File: src/rtl/alu4_pkg.sv
package alu4_pkg;
    localparam int FUNC_W = 4;

    typedef enum logic [FUNC_W-1:0] {
        FN_ADD = 4'd0,
        FN_SUB = 4'd1,
        FN_AND = 4'd2,
        FN_XOR = 4'd3
    } alu_fn_e;

    typedef struct packed {
        logic ovf;
        logic zero;
        logic carry;
    } alu_flags_t;
endpackage

File: src/rtl/alu4_arith.sv
module alu4_arith #(
    parameter int W = 32
) (
    input  logic [W-1:0] a,
    input  logic [W-1:0] b,
    input  logic         do_sub,
    output logic [W-1:0] sum,
    output logic         cf,
    output logic         ovf
);
    localparam int MSB = W - 1;

    logic [W-1:0] a_eff;
    logic [W:0]   wide;

    always_comb begin
        // Subtraction computes b + ~a + 1.
        a_eff = do_sub ? ~a : a;
        wide  = {1'b0, b} + {1'b0, a_eff} + {{W{1'b0}}, do_sub};
        sum   = wide[MSB:0];
        // A carry out during subtraction means no borrow occurred.
        cf    = wide[W] ^ do_sub;
        ovf   = (b[MSB] == a_eff[MSB]) && (wide[MSB] != b[MSB]);
    end
endmodule

File: src/rtl/alu4_logic.sv
module alu4_logic #(
    parameter int W = 32
) (
    input  logic [W-1:0] a,
    input  logic [W-1:0] b,
    input  logic         pick_xor,
    output logic [W-1:0] out
);
    always_comb begin
        out = pick_xor ? (a ^ b) : (a & b);
    end
endmodule

File: src/rtl/alu4_core.sv
module alu4_core
    import alu4_pkg::*;
#(
    parameter int W = 32
) (
    input  logic [W-1:0]      opnd_a,
    input  logic [W-1:0]      opnd_b,
    input  logic [FUNC_W-1:0] func_sel,
    output logic [W-1:0]      result,
    output logic              flag_of,
    output logic              flag_zf,
    output logic              flag_cf,
    output logic              func_bad
);
    logic [W-1:0] arith_sum;
    logic [W-1:0] logic_out;
    logic         arith_cf;
    logic         arith_ovf;
    alu_flags_t   flags;

    alu4_arith #(.W(W)) u_arith (
        .a      (opnd_a),
        .b      (opnd_b),
        .do_sub (func_sel == FN_SUB),
        .sum    (arith_sum),
        .cf     (arith_cf),
        .ovf    (arith_ovf)
    );

    alu4_logic #(.W(W)) u_logic (
        .a        (opnd_a),
        .b        (opnd_b),
        .pick_xor (func_sel == FN_XOR),
        .out      (logic_out)
    );

    always_comb begin
        result      = '0;
        flags.ovf   = 1'b0;
        flags.carry = 1'b0;
        func_bad    = 1'b0;
        unique case (func_sel)
            FN_ADD, FN_SUB: begin
                result      = arith_sum;
                flags.ovf   = arith_ovf;
                flags.carry = arith_cf;
            end
            FN_AND, FN_XOR: begin
                result = logic_out;
            end
            default: begin
                func_bad = 1'b1;
            end
        endcase
        flags.zero = ~|result;
    end

    assign flag_of = flags.ovf;
    assign flag_zf = flags.zero;
    assign flag_cf = flags.carry;
endmodule

File: config.mk
export PLATFORM = sky130hd
export DESIGN_NAME = alu4_core
export DESIGN_NICKNAME = d
export VERILOG_FILES = /design/src/rtl/alu4_pkg.sv /design/src/rtl/alu4_arith.sv /design/src/rtl/alu4_logic.sv /design/src/rtl/alu4_core.sv
export SDC_FILE = /design/constraint.sdc
export NUM_CORES = 1
export LEC_CHECK = 0
export BUFFER_PORTS_ARGS = -buffer_cell sky130_fd_sc_hd__buf_2
export CORE_MARGIN = 4
export CORE_UTILIZATION = 50
export DETAILED_ROUTE_END_ITERATION = 8
export GPL_TIMING_DRIVEN = 0
export PLACE_DENSITY_LB_ADDON = 0.25
export SLEW_MARGIN = 25
export SYNTH_ARGS = -nofsm -noshare
export SYNTH_HDL_FRONTEND = slang
export SYNTH_SLANG_ARGS = --single-unit
File: constraint.sdc
create_clock -name vclk -period 24
set_clock_uncertainty 0.1 [all_clocks]
set_input_delay 7.2 -clock vclk [all_inputs]
set_output_delay 7.2 -clock vclk [all_outputs]
set_load 0.1 [all_outputs]
==> impl_metrics.env <==
export IMPL_grt_max_degree=11
export IMPL_syn2layout_area_growth_pct=17.9
export IMPL_synth_compound_area_frac=0.271
export IMPL_cap_violations=0
export IMPL_holdCritStartpoint="opnd_b[31]"
export IMPL_ys_seq_area_frac=0
export IMPL_worstPathRequired_ns=16.70
export IMPL_crit_start="func_sel[1]"
export IMPL_synthesis_area_mm2=0.00356
export IMPL_globalplace_congestion=0.932
export IMPL_clock_buffer_count=0
export IMPL_io_pins=104
export IMPL_muxShareOfSynthArea=0.0992
export IMPL_antenna_found_initial=0
export IMPL_grt_overflow=0
export IMPL_relSlewSlack=0.359
export IMPL_power_density_mw_per_mm2=33.2
export IMPL_hold_buffers=0
export IMPL_dieArea_mm2=0.00853
export IMPL_drtIter0Drc=210
export IMPL_avgSynthCellArea_um2=7.36
export IMPL_finalSetupViolCount=0
export IMPL_power_total_w=0.000139
export IMPL_groute_usage_overall=0.267
export IMPL_regArea_um2=0
export IMPL_period_minus_slack_ns=19.81
export IMPL_synth_simple_area_share=0.221
export IMPL_syn_nets=619
export IMPL_path_max_fanout=10
export IMPL_finalHoldViolations=0
export IMPL_leakagePower_nw=2.22
export IMPL_drive_gt1_frac=0.210
export IMPL_status="complete, no violations"
export IMPL_core_mm2=0.00687
export IMPL_final_nets=724
export IMPL_wire_per_inst_um=17.6
export IMPL_hold_path_class="primary input to output port"
export IMPL_first_pass_iters=6
export IMPL_critPathKind="primary input to output port"
export IMPL_synth_adder_area_share=0.241
export IMPL_vias_per_cell=6.23
export IMPL_synth_top_area_frac=0.236
export IMPL_tightestPinTransition_ns=0.961
export IMPL_die_h_um=92.3
export IMPL_nFillCells=684
export IMPL_portBuffers=103
export IMPL_synthesis_instances=483
export IMPL_ctsResizeCount=0
export IMPL_post_cts_buffers=0
export IMPL_synth_top_family_by_area="compound AO/OA/AOI/OAI gates"
export IMPL_ant_nets=0
export IMPL_finalCritPeriodShare=0.826
export IMPL_peakVddDrop_v=0.0000180
export IMPL_vias=4248
export IMPL_critPathArrivalTime_ns=12.51
export IMPL_layout_commonest_cell="buf_2"
export IMPL_ys_top_cells_by_area="ha_1 (24%), xor2_1 (10%), mux2i_1 (9.3%), a21oi_1 (4.9%), nor2_1 (4.2%)"
export IMPL_end_kind="output port"
export IMPL_fin_tns_setup_ns=0
export IMPL_wirelength_mm=12.0
export IMPL_place_hpwl_mm=9.84
export IMPL_initial_core_util=0.518
export IMPL_antenna_cells=0
export IMPL_multi_input_area_mm2=0.00340
export IMPL_layout_common_cells="buf_2 (106), ha_1 (67), xor2_1 (41), nor2_1 (40), nand2_1 (38)"
export IMPL_yosysTopAreaCell="ha_1"
export IMPL_grt_pass1_wl_mm=19.1
export IMPL_grt_pass1_vias=3967
export IMPL_seq_cells=0
export IMPL_grt_setup_unrepaired="false"
export IMPL_fp_dieW_um=92.3
export IMPL_synth_xor_area_share=0.123
export IMPL_startpoint_type="primary input"
export IMPL_endpoint="flag_zf"
export IMPL_core_rowCount=30
export IMPL_fin_util=0.610
export IMPL_slew_violations=0
export IMPL_yosys_warnings=0
export IMPL_drc=0
export IMPL_synth_distinct_cells=67
export IMPL_max_freq_mhz=50.5
==> synthesized netlist by cell type, types with 4 or more instances <==
master	n
o211ai_1	4
inv_1	10
nor4_1	6
a31o_2	5
xor2_1	41
nand4_1	13
a31oi_1	6
o21a_1	4
o21ai_0	20
nor2_1	40
and4_1	5
nor3_1	8
ha_1	67
or2_2	4
a21o_1	17
a21oi_1	35
clkbuf_1	17
mux2i_1	33
nand3_1	8
or3_1	5
buf_1	5
a211oi_1	8
o22ai_1	9
xnor2_1	9
nand2_1	38
a211o_1	6
o31ai_1	4
==> final cells by class <==
class              instances  share of cell area
plain buffers             27              0.0278
inverters                 11             0.00985
multi-input cells        445               0.811
well taps                 96              0.0286
repair buffers           103               0.123
==> worst max-delay path, stage by stage <==
cell	delay (ns)
buf_2	0.15
nor4b_2	0.27
buf_4	0.19
clkbuf_1	0.63
mux2i_1	0.21
fa_1	0.46
nand3b_1	0.25
a211oi_2	0.37
o211ai_1	0.22
and3_1	0.24
a211o_1	0.29
or4b_1	0.55
a2111o_1	0.35
nor4_1	0.29
nand4_1	0.18
nor4_2	0.15
buf_2	0.46
==> per-stage QoR <==
stage          instances  setup WS, ns  cell area, µm²  hold WS (ns)
6_report             682          4.19            4190         14.89
5_1_grt              682          3.73            4190         14.91
4_1_cts              682          4.25            4190         14.89
3_5_place_dp         682          4.30            4190         14.89
3_3_place_gp         682          4.28            4190         14.88
2_1_floorplan        483          2.09            3560         14.77
==> how the worst min path moves through the flow <==
stage | to | slack [ns] | cells after the start
6_report | flag_of | 14.89 | 4
5_1_grt | flag_of | 14.91 | 4
4_1_cts | flag_of | 14.89 | 4
3_5_place_dp | flag_of | 14.89 | 4
3_3_place_gp | flag_of | 14.88 | 4
2_1_floorplan | result[17] | 14.77 | 3
==> metal layers <==
metal  global-route usage  vias up  routed length, µm
met2                0.485      201               5790
met1                0.361     1988               5200
met5                    0        -                  0
met4               0.0260        0                 93
li1                     -     2050                  -
met3              0.00975        9                914
==> kinds of logic after synthesis <==
| family | after synthesis |
|---|---|
| compound gates | 142 |
| xor+xnor | 50 |
| simple gates | 150 |
| fa+ha+maj | 68 |
| buf+inv | 38 |
| mux | 35 |
==> power by group <==
part           switching [W]  internal [W]
clock                      0             0
combinational      0.0000950     0.0000441
sequential                 0             0
No activity file was read; power rests on OpenSTA's default activity.
